### src/rtl/incr_enc_pkg.sv
package incr_enc_pkg;
  localparam int ANG_W       = 16;
  localparam int MIN_CPR_LOG = 5;
  localparam int CPR_CODES   = 8;
  localparam int HYST_CODES  = 9;
  localparam int SH_W        = 5;
  localparam int SECT_W      = 3;

  // right shift that turns a direction-adjusted angle into a quarter index
  function automatic logic [SH_W-1:0] quarter_shift(input logic [3:0] code);
    int k;
    k = code[3] ? (CPR_CODES - 1) : int'(code[2:0]);
    return SH_W'(ANG_W - MIN_CPR_LOG - 2 - k);
  endfunction

  // hysteresis band in angle LSBs
  function automatic logic [ANG_W-1:0] hyst_lsb(input logic [3:0] code);
    int c;
    c = (int'(code) > HYST_CODES) ? HYST_CODES : int'(code);
    if (c == 0) return '0;
    return ANG_W'(1) << (c - 1);
  endfunction
endpackage

### src/rtl/enc_quad_track.sv
module enc_quad_track
  import incr_enc_pkg::*;
#(
  parameter int AW = ANG_W
) (
  input  logic          clk,
  input  logic          rst_n,
  input  logic          take,
  input  logic          first,
  input  logic [AW-1:0] pos,
  input  logic [3:0]    cfg_cpr,
  input  logic [3:0]    cfg_hyst,
  input  logic [1:0]    cfg_iwidth,
  output logic          qa,
  output logic          qb,
  output logic          qi
);
  logic [SH_W-1:0] sh;
  logic [AW-1:0]   band, mask, half;
  logic [AW-1:0]   raw, c_up, c_dn, d_up, d_dn;
  logic [AW-1:0]   held, nxt;

  assign sh   = quarter_shift(cfg_cpr);
  assign band = AW'(hyst_lsb(cfg_hyst));
  assign mask = {AW{1'b1}} >> sh;
  assign half = (mask >> 1) + AW'(1);

  assign raw  = pos >> sh;
  assign c_up = (pos - band) >> sh;
  assign c_dn = (pos + band) >> sh;
  assign d_up = (c_up - held) & mask;
  assign d_dn = (held - c_dn) & mask;

  always_comb begin
    if (first)                             nxt = raw;
    else if (d_up != '0 && d_up <= half)   nxt = c_up;
    else if (d_dn != '0 && d_dn <  half)   nxt = c_dn;
    else                                   nxt = held;
  end

  always_ff @(posedge clk) begin
    if (!rst_n)    held <= '0;
    else if (take) held <= nxt;
  end

  assign qa = (held[1:0] == 2'd0) || (held[1:0] == 2'd3);
  assign qb = (held[1:0] == 2'd0) || (held[1:0] == 2'd1);
  assign qi = (held <= AW'(cfg_iwidth));

  // no accepted beat, no movement of the held quarter
  a_r2_hold_idle: assert property (@(posedge clk) disable iff (!rst_n)
    !take |=> $stable(held));
  // zero band tracks the raw quarter exactly
  a_r8_exact_no_band: assert property (@(posedge clk) disable iff (!rst_n)
    take && cfg_hyst == 4'd0 |=> held == $past(raw));
  // a move lands only on one of the two band probes
  a_r8_move_targets: assert property (@(posedge clk) disable iff (!rst_n)
    take && !first |=> held == $past(held) || held == $past(c_up) || held == $past(c_dn));
endmodule

### src/rtl/enc_comm_sector.sv
module enc_comm_sector
  import incr_enc_pkg::*;
#(
  parameter int AW = ANG_W,
  parameter int SW = SECT_W
) (
  input  logic          clk,
  input  logic          rst_n,
  input  logic          take,
  input  logic [AW-1:0] pos,
  input  logic [2:0]    cfg_poles,
  output logic          su,
  output logic          sv,
  output logic          sw
);
  localparam int PW = AW + 4;
  localparam int XW = AW + SW;

  logic [3:0]    npp;
  logic [PW-1:0] prod;
  logic [AW-1:0] elec;
  logic [XW-1:0] six;
  logic [SW-1:0] sect_n, sect;

  assign npp    = {1'b0, cfg_poles} + 4'd1;
  assign prod   = {4'b0, pos} * {{AW{1'b0}}, npp};
  assign elec   = prod[AW-1:0];
  assign six    = {{SW{1'b0}}, elec} * XW'(6);
  assign sect_n = six[XW-1:AW];

  always_ff @(posedge clk) begin
    if (!rst_n)    sect <= '0;
    else if (take) sect <= sect_n;
  end

  assign su = (sect <= SW'(2));
  assign sv = (sect >= SW'(2)) && (sect <= SW'(4));
  assign sw = (sect >= SW'(4)) || (sect == SW'(0));

  // the sector register holds between beats
  a_r9_sector_hold: assert property (@(posedge clk) disable iff (!rst_n)
    !take |=> $stable(sect));
  // sector index stays within one pole pair
  a_r9_sector_range: assert property (@(posedge clk) disable iff (!rst_n)
    take |=> sect < SW'(6));
endmodule

### src/rtl/incr_encoder_out.sv
module incr_encoder_out
  import incr_enc_pkg::*;
#(
  parameter int AW = ANG_W
) (
  input  logic          clk,
  input  logic          rst_n,
  input  logic          in_valid,
  output logic          in_ready,
  input  logic [AW-1:0] in_angle,
  input  logic [3:0]    cfg_cpr,
  input  logic [1:0]    cfg_iwidth,
  input  logic [2:0]    cfg_poles,
  input  logic          cfg_ccw,
  input  logic [3:0]    cfg_hyst,
  input  logic          cfg_uvw_en,
  output logic          q_a,
  output logic          q_b,
  output logic          q_i,
  output logic          c_u,
  output logic          c_v,
  output logic          c_w
);
  logic          live, take, first;
  logic [AW-1:0] pos;
  logic          ta, tb, ti, su, sv, sw;

  assign take  = in_valid && in_ready;
  assign first = take && !live;
  assign pos   = cfg_ccw ? (AW'(0) - in_angle) : in_angle;

  always_ff @(posedge clk) begin
    if (!rst_n) begin
      in_ready <= 1'b0;
      live     <= 1'b0;
    end else begin
      in_ready <= 1'b1;
      if (take) live <= 1'b1;
    end
  end

  enc_quad_track #(.AW(AW)) u_track (
    .clk(clk), .rst_n(rst_n), .take(take), .first(first), .pos(pos),
    .cfg_cpr(cfg_cpr), .cfg_hyst(cfg_hyst), .cfg_iwidth(cfg_iwidth),
    .qa(ta), .qb(tb), .qi(ti)
  );

  enc_comm_sector #(.AW(AW)) u_comm (
    .clk(clk), .rst_n(rst_n), .take(take), .pos(pos), .cfg_poles(cfg_poles),
    .su(su), .sv(sv), .sw(sw)
  );

  assign q_a = live ? ta : 1'b1;
  assign q_b = live ? tb : 1'b1;
  assign q_i = live ? ti : 1'b1;
  assign c_u = live && cfg_uvw_en && su;
  assign c_v = live && cfg_uvw_en && sv;
  assign c_w = live && cfg_uvw_en && sw;

  // idle levels until the first beat
  a_r1_idle_levels: assert property (@(posedge clk) disable iff (!rst_n)
    !live |-> q_a && q_b && q_i && !c_u && !c_v && !c_w);
  // commutation off means all three low
  a_r11_uvw_off: assert property (@(posedge clk) disable iff (!rst_n)
    !cfg_uvw_en |-> !c_u && !c_v && !c_w);
  // never all-high or all-low while commutating
  a_r9_legal_hall: assert property (@(posedge clk) disable iff (!rst_n)
    live && cfg_uvw_en |-> (c_u || c_v || c_w) && !(c_u && c_v && c_w));
  // a one-quarter index sits on the A=B=1 quarter
  a_r6_index_quarter0: assert property (@(posedge clk) disable iff (!rst_n)
    live && q_i && cfg_iwidth == 2'd0 |-> q_a && q_b);
endmodule

### config.mk
export PLATFORM = sky130hd
export DESIGN_NAME = incr_encoder_out
export DESIGN_NICKNAME = d
export VERILOG_FILES = /design/src/rtl/incr_enc_pkg.sv /design/src/rtl/enc_quad_track.sv /design/src/rtl/enc_comm_sector.sv /design/src/rtl/incr_encoder_out.sv
export SDC_FILE = /design/constraint.sdc
export NUM_CORES = 1
export LEC_CHECK = 0
export BUFFER_PORTS_ARGS = -buffer_cell sky130_fd_sc_hd__buf_2
export CORE_MARGIN = 1
export CORE_UTILIZATION = 25
export DETAILED_ROUTE_END_ITERATION = 8
export GPL_ROUTABILITY_DRIVEN = 0
export SLEW_MARGIN = 15
export SYNTH_ARGS = -nofsm -noshare
export SYNTH_HDL_FRONTEND = slang
export SYNTH_SLANG_ARGS = --single-unit
export TNS_END_PERCENT = 1
### constraint.sdc
create_clock -name clk -period 10.2 [get_ports clk]
set_input_delay 1.53 -clock clk [delete_from_list [all_inputs] [get_ports clk]]
set_output_delay 1.53 -clock clk [all_outputs]
set_load 0.1 [all_outputs]
## After elaboration in Yosys (flattened, before gate mapping)

Index checks and enable logic that the tools add are counted.

| cells by class | value |
|---|---|
| add/sub/neg operators | 9 |
| $mul | 2 |
| order comparisons | 8 |
| equality and inequality tests | 2 |
| shifts and indexed selects | 5 |
| multiplexer cells | 13 |
| bitwise gates (word level) | 2 |
| reductions and logical operators | 20 |

Operator list:

| operator | number |
|---|---|
| two-way mux 16 bit | 6 |
| >> shifter 16 x 5 -> 16 bit | 3 |
| subtractor 16 bit | 3 |
| AND 16 bit | 2 |
| zero test 32 bit | 1 |
| nonzero test 16 bit | 2 |
| << shifter 1 x 32 -> 16 bit, first input constant | 1 |
| subtractor 32 x 2 -> 32 bit, second input constant | 1 |
| multiplier 16 x 2 -> 18 bit, second input constant | 1 |
| adder 15 x 1 -> 16 bit, second input constant | 1 |
| adder 16 bit | 1 |
| less-or-equal comparator 16 bit | 1 |
| less-or-equal comparator 16 x 2 -> 1 bit | 1 |
| < comparator 16 bit | 1 |
| multiplier 16 x 4 -> 16 bit | 1 |
| >> shifter 16 x 5 -> 16 bit, first input constant | 1 |
| subtractor 1 x 16 -> 16 bit, first input constant | 1 |
| logical AND 1 bit | 9 |
| two-way mux 1 bit | 5 |
| subtractor 5 bit, first input constant | 1 |
| adder 3 x 1 -> 4 bit, second input constant | 1 |
| > comparator 4 bit, second input constant | 1 |
| two-way mux 4 bit | 1 |
| greater-or-equal comparator 3 x 2 -> 1 bit, second input constant | 1 |
| 12 further kinds | 14 |

| word-level totals | value |
|---|---|
| register bits after elaboration | 21 |
| input port bits | 34 |
| output and inout port bits | 7 |
| word-level logic and storage cells | 65 |

## Logic depth before layout (Yosys ltp)

| logic depth | value |
|---|---|
| word-level depth | 14 |
| depth in mapped cells | 42 |
| mapped depth without buffers | 40 |

## Hierarchy

From an unflattened synthesis, not the netlist that was laid out.

| second synthesis, totals | value |
|---|---|
| cell total of the unflattened synthesis | 1440 |
| area total of the unflattened synthesis | 10327.4 µm² |

By module, submodules not included:

| module | instances | cells an instance | area each (µm²) | sequential area each (µm²) |
|---|---|---|---|---|
| enc_quad_track | 1 | 1104 | 7596.0 | 320.3 |
| enc_comm_sector | 1 | 279 | 2288.4 | 60.1 |
| incr_encoder_out | 1 | 57 | 442.9 | 40.0 |

## Worst setup path after synthesis

OpenSTA, ideal clock, no wires.

| timing | value |
|---|---|
| path kind | input port to flip-flop |
| from | in in_angle[5] |
| to | reg u_track.held[13] |
| setup time | 0.121 ns |
| arrival | 9.456 ns |
| data required time | 10.079 ns |
| path slack | 0.623 ns |
| stages on the path | 36 |
| path buffers | 2 |
| path through | or4_1 > or3_1 > o21ai_0 > xor2_1 > inv_1 > ha_1 > and4_1 > and2_1 > nand4_1 > a2111oi_1 > nor2_1 > xnor2_2 > a2111oi_4 > or3_2 > o31a_1 > ha_1 > nor2_1 > a211oi_1 > o21ai_0 > o21ai_0 > xnor2_1 > and2_1 > ha_1 > a211oi_1 > o21bai_1 > a21o_1 > a2111oi_0 > o2bb2ai_1 > a31oi_1 > a41o_1 > o31a_2 > and3_1 > buf_4 > nand2b_1 > buf_4 > mux2_2 |

| on the way | value |
|---|---|
| longest elaborated chain between the ends | 10 |
| elaborated cells between the ends (all ways) | 22 |
| those cells by class | add/sub: 5; order compare: 2; shift: 3; mux: 4; bitwise: 2; reduce/logical: 6 |

Ends and longest elaborated chain:

| what | RTL line | RTL |
|---|---|---|
| start, declared | incr_encoder_out.sv:10 | `input logic [AW-1:0] in_angle,` |
| subtractor 1 x 16 -> 16 bit | incr_encoder_out.sv:30 | `assign pos = cfg_ccw ? (AW'(0) - in_angle) : in_angle;` |
| two-way mux 16 bit (*) | incr_encoder_out.sv:30 |  |
| adder 16 bit / subtractor 16 bit (equally long branches) | enc_quad_track.sv:30, enc_quad_track.sv:29 |  |
| >> shifter 16 x 5 -> 16 bit (on tied branches) | enc_quad_track.sv:30, enc_quad_track.sv:29 |  |
| subtractor 16 bit (on tied branches) | enc_quad_track.sv:32, enc_quad_track.sv:31 |  |
| AND 16 bit (on tied branches) | enc_quad_track.sv:32, enc_quad_track.sv:31 |  |
| < comparator 16 bit, or another cell as far along | enc_quad_track.sv:37 | `else if (d_dn != '0 && d_dn < half) nxt = c_dn;` |
| logical AND 1 bit (on tied branches) | enc_quad_track.sv:37, enc_quad_track.sv:36 |  |
| nonzero test 3 bit (no source line) / two-way mux 16 bit (equally long branches) | - |  |
| AND reduction 2 bit (no source line) / two-way mux 16 bit (equally long branches) | - |  |
| end signal, assigned | enc_quad_track.sv:43 | `else if (take) held <= nxt;` |
| end, declared | enc_quad_track.sv:21 | `logic [AW-1:0] held, nxt;` |

Mark *: on every way between the ends. The rest lies on a longest branch, timed or not. The select of a mux whose other input is x is not followed.
A chain may end at the register's enable or synchronous reset.

## Worst setup path after layout

| timing | value |
|---|---|
| from | in cfg_hyst[3] |
| to | reg u_track.held[4] |

| on the way | value |
|---|---|
| longest elaborated chain between the ends | 13 |
| elaborated cells between the ends (all ways) | 26 |
| those cells by class | add/sub: 5; order compare: 3; shift: 3; mux: 6; bitwise: 2; reduce/logical: 7 |

Ends and longest elaborated chain:

| what | RTL line | RTL |
|---|---|---|
| start, declared | incr_encoder_out.sv:15 | `input logic [3:0] cfg_hyst,` |
| > comparator 4 bit | incr_enc_pkg.sv:19 | `c = (int'(code) > HYST_CODES) ? HYST_CODES : int'(code);` |
| two-way mux 4 bit (*) | incr_enc_pkg.sv:19 |  |
| subtractor 32 x 2 -> 32 bit / zero test 32 bit (equally long branches) | incr_enc_pkg.sv:21, incr_enc_pkg.sv:20 |  |
| << shifter 1 x 32 -> 16 bit / two-way mux 1 bit (equally long branches) | incr_enc_pkg.sv:21, incr_enc_pkg.sv:20 |  |
| two-way mux 16 bit (*) | incr_enc_pkg.sv:21 | `return ANG_W'(1) << (c - 1);` |
| adder 16 bit / subtractor 16 bit (equally long branches) | enc_quad_track.sv:30, enc_quad_track.sv:29 |  |
| >> shifter 16 x 5 -> 16 bit (on tied branches) | enc_quad_track.sv:30, enc_quad_track.sv:29 |  |
| subtractor 16 bit (on tied branches) | enc_quad_track.sv:32, enc_quad_track.sv:31 |  |
| AND 16 bit (on tied branches) | enc_quad_track.sv:32, enc_quad_track.sv:31 |  |
| < comparator 16 bit, or another cell as far along | enc_quad_track.sv:37 |  |
| logical AND 1 bit (on tied branches) | enc_quad_track.sv:37, enc_quad_track.sv:36 |  |
| nonzero test 3 bit (no source line) / two-way mux 16 bit (equally long branches) | - |  |
| AND reduction 2 bit (no source line) / two-way mux 16 bit (equally long branches) | - |  |

Marks and branches as above.

==> results.cfg <==
[detailed_routing]
ant_nets = 0
drt_iter0_drc = 894
wl_per_cell_um = 17.6
first_pass_iters = 6
drc = 0
drt_wl_total_um = 34000
via_per_inst = 5.45
dr_total_vias = 10600

[synthesis]
synth_edf_count = 0
avgSynthCellArea_um2 = 7.22
netlist_area_mm2 = 0.00992
synth_cells = 1375
async_reset_ff_share_pct = 0
synth-seq-cells = 21
yosysUniqueCellTypes = 92
ys_warn_count = 0
synthFlopType = dfxtp_1
ys_seq_area_share_pct = 4.24

[grt]
antenna_found_initial = 0
grt_max_degree = 48
grt_pass1_vias = 9881
overflow = 0
grt.total_usage_pct = 16.1
grt_pass1_wl_um = 53700

[floorplanning]
num_rows = 72
fp.dieW_um = 201
core_area_mm2 = 0.0389
start_util_pct = 25.5
die_h_um = 201
io_pins = 41
die-area_mm2 = 0.0405

[setup_path]
crit_type = in2reg
critPathRequiredTime_ns = 10.36
crit_path_max_incr_delay_ns = 0.43
reg2reg_slack_ns = 5.16
worstPathArrival_ns = 9.96
rr_endpoint = u_track.held[1]
crit-reg2reg-launch = u_track.held[4]
worstSetupStartpointType = primary input
r2r_cells = 21
crit_path_end = u_track.held[4]
crit_fanout = 15
cpMostUsedCell = ha_1
critical_path.slowest_cell = o32ai_1
crit_start = cfg_hyst[3]
critPathCaptureType = flop

[final_layout]
diodes = 0
layout_commonest_cell = nand2_1
layout.nets = 1623
fin_cells = 1939
drive_gt1_share_pct = 12.3
area_growth_syn_to_layout_pct = 12.2
final_cell_mix = 141 x nand2_1, 136 x ha_1, 121 x nor2_1, 108 x inv_1, 85 x a21oi_1
fin_util_pct = 28.6

[clock_tree]
cts_tree = done
clock-sinks = 21
cts_buffers = 3
clock_latency_ns = 0.26
clk_pin_slew_ns = 0.07
root_buffer = clkbuf_16
cts_max_level = 1
clockBufferDepth = 2
hold_buffers = 0

[sta]
finalCritPeriodShare_pct = 96.1
tightest_slew_ns = 1.02
maxSlewViolCount = 0
period_minus_slack_ns = 9.81
fin_tns_setup_ns = 0
setup_viol = 0
slew_headroom_pct = 31.8
setup_ws_ns = 0.393
whs_ns = 0.507
fmax_mhz = 102
finalHoldViolations = 0
skew_ns = 0.0124

[job]
drv_cap = 0

[power]
ir_worst_vdd_v = 0.0000806
power_density_mw_per_mm2 = 157
p_leak_nw = 4.90

[placement]
port_buffers = 40
place_worst_setup_slack_ns = -0.0159
place_inst = 1934
dp_hpwl_um = 27900

[hold_path]
hold_class = reg2reg
min-delay-start = u_comm.sect[1]

[run_status]
status = finished, final reports clean
-- where the power goes --
| group | switching, mW | internal, mW |
|---|---|---|
| registers | 0.0164 | 0.0929 |
| logic | 0.909 | 0.639 |
| clock network | 0.0327 | 0.0531 |
-- stage by stage --
stage / power (mW) / area (um^2)
after floorplan: 1.21 / 9930
after global placement: 1.58 / 11000
after detailed placement: 1.60 / 11000
after CTS: 1.70 / 11000
after global routing: 1.93 / 11100
final: 1.74 / 11100
-- synth_stat cells (7+ instances only) --
library cell	count	area [um^2]
and3_1	13	81.3
buf_4	10	75.1
xor2_1	26	228
nor2_1	122	458
dfxtp_1	21	420
a211oi_1	33	248
inv_1	108	405
or3_1	16	100
mux2i_1	41	410
a211o_1	12	105
nor3_1	34	170
a21oi_1	87	435
clkbuf_1	45	169
nand4_1	14	87.6
o21ai_0	78	390
nor4_1	13	81.3
o211ai_1	16	120
a221oi_1	7	61.3
o221ai_1	10	87.6
o21a_1	14	105
mux2_2	10	113
o22ai_1	12	75.1
ha_1	138	1730
xnor2_1	46	403
or2_2	12	75.1
nand3_1	15	75.1
a21o_1	15	113
nand2_1	141	529
and2_1	20	125
nand2b_1	29	181
fa_1	29	581
a31oi_1	8	50.1
o31ai_1	14	105
nor2b_1	29	181
-- cell families after synthesis --
logic type / after synthesis / synth area share (%)
buffers and inverters: 171 / 7.05
muxes: 56 / 6.29
xor gates and xnor gates: 77 / 7.54
adders and majority gates: 167 / 23.2
AOI/OAI and AO/OA: 394 / 27.5
DFF: 21 / 4.24
other: 2 / 0.0757
and+or+nand+nor: 487 / 24.1
-- how the worst min path moves through the flow --
stage	endpoint	depth (start not counted)
floorplan	u_comm.sect[0]	2
global placement	u_comm.sect[0]	2
detailed placement	u_comm.sect[0]	2
CTS	u_comm.sect[0]	2
global route	u_comm.sect[0]	2
finish	u_comm.sect[1]	2
-- metal layers --
layer / vias to the layer above / part of all wire, % / track usage, % / wire length (um)
met5: - / 0 / 0 / 0
met4: 0 / 1.7 / 2.90 / 577
met3: 49 / 7.4 / 1.77 / 2500
met2: 430 / 44 / 25.6 / 14900
met1: 5001 / 47 / 23.4 / 16000
li1: 5093 / - / - / -
-- flip-flops by register name, summed over array words and instances, names as in the netlist --
signal,count
u_track.held,16
u_comm.sect,3
in_ready,1
live,1
-- repair_timing --
item,4_1_cts,5_1_grt
resized for setup,0,31
endpoints found under the setup margin,0,16
buffers inserted,0,1
-- final cells by class --
type	count	area, um^2
timing repair buffer	103	677
fill	4276	27800
sequential	21	420
multi-input combinational	1185	8900
clock inverter	1	7.51
clock buffer	3	75.1
tap	518	648
inverter	108	405
-- critical path, delay by kind of cell --
kind / cells / cell delay [ns]
simple gates: 10 / 1.62
xor+xnor: 1 / 0.32
buf+inv: 5 / 0.68
fa+ha+maj: 5 / 1.44
compound gates: 20 / 4.09
mux: 1 / 0.24
No activity file was read; power rests on OpenSTA's default activity.
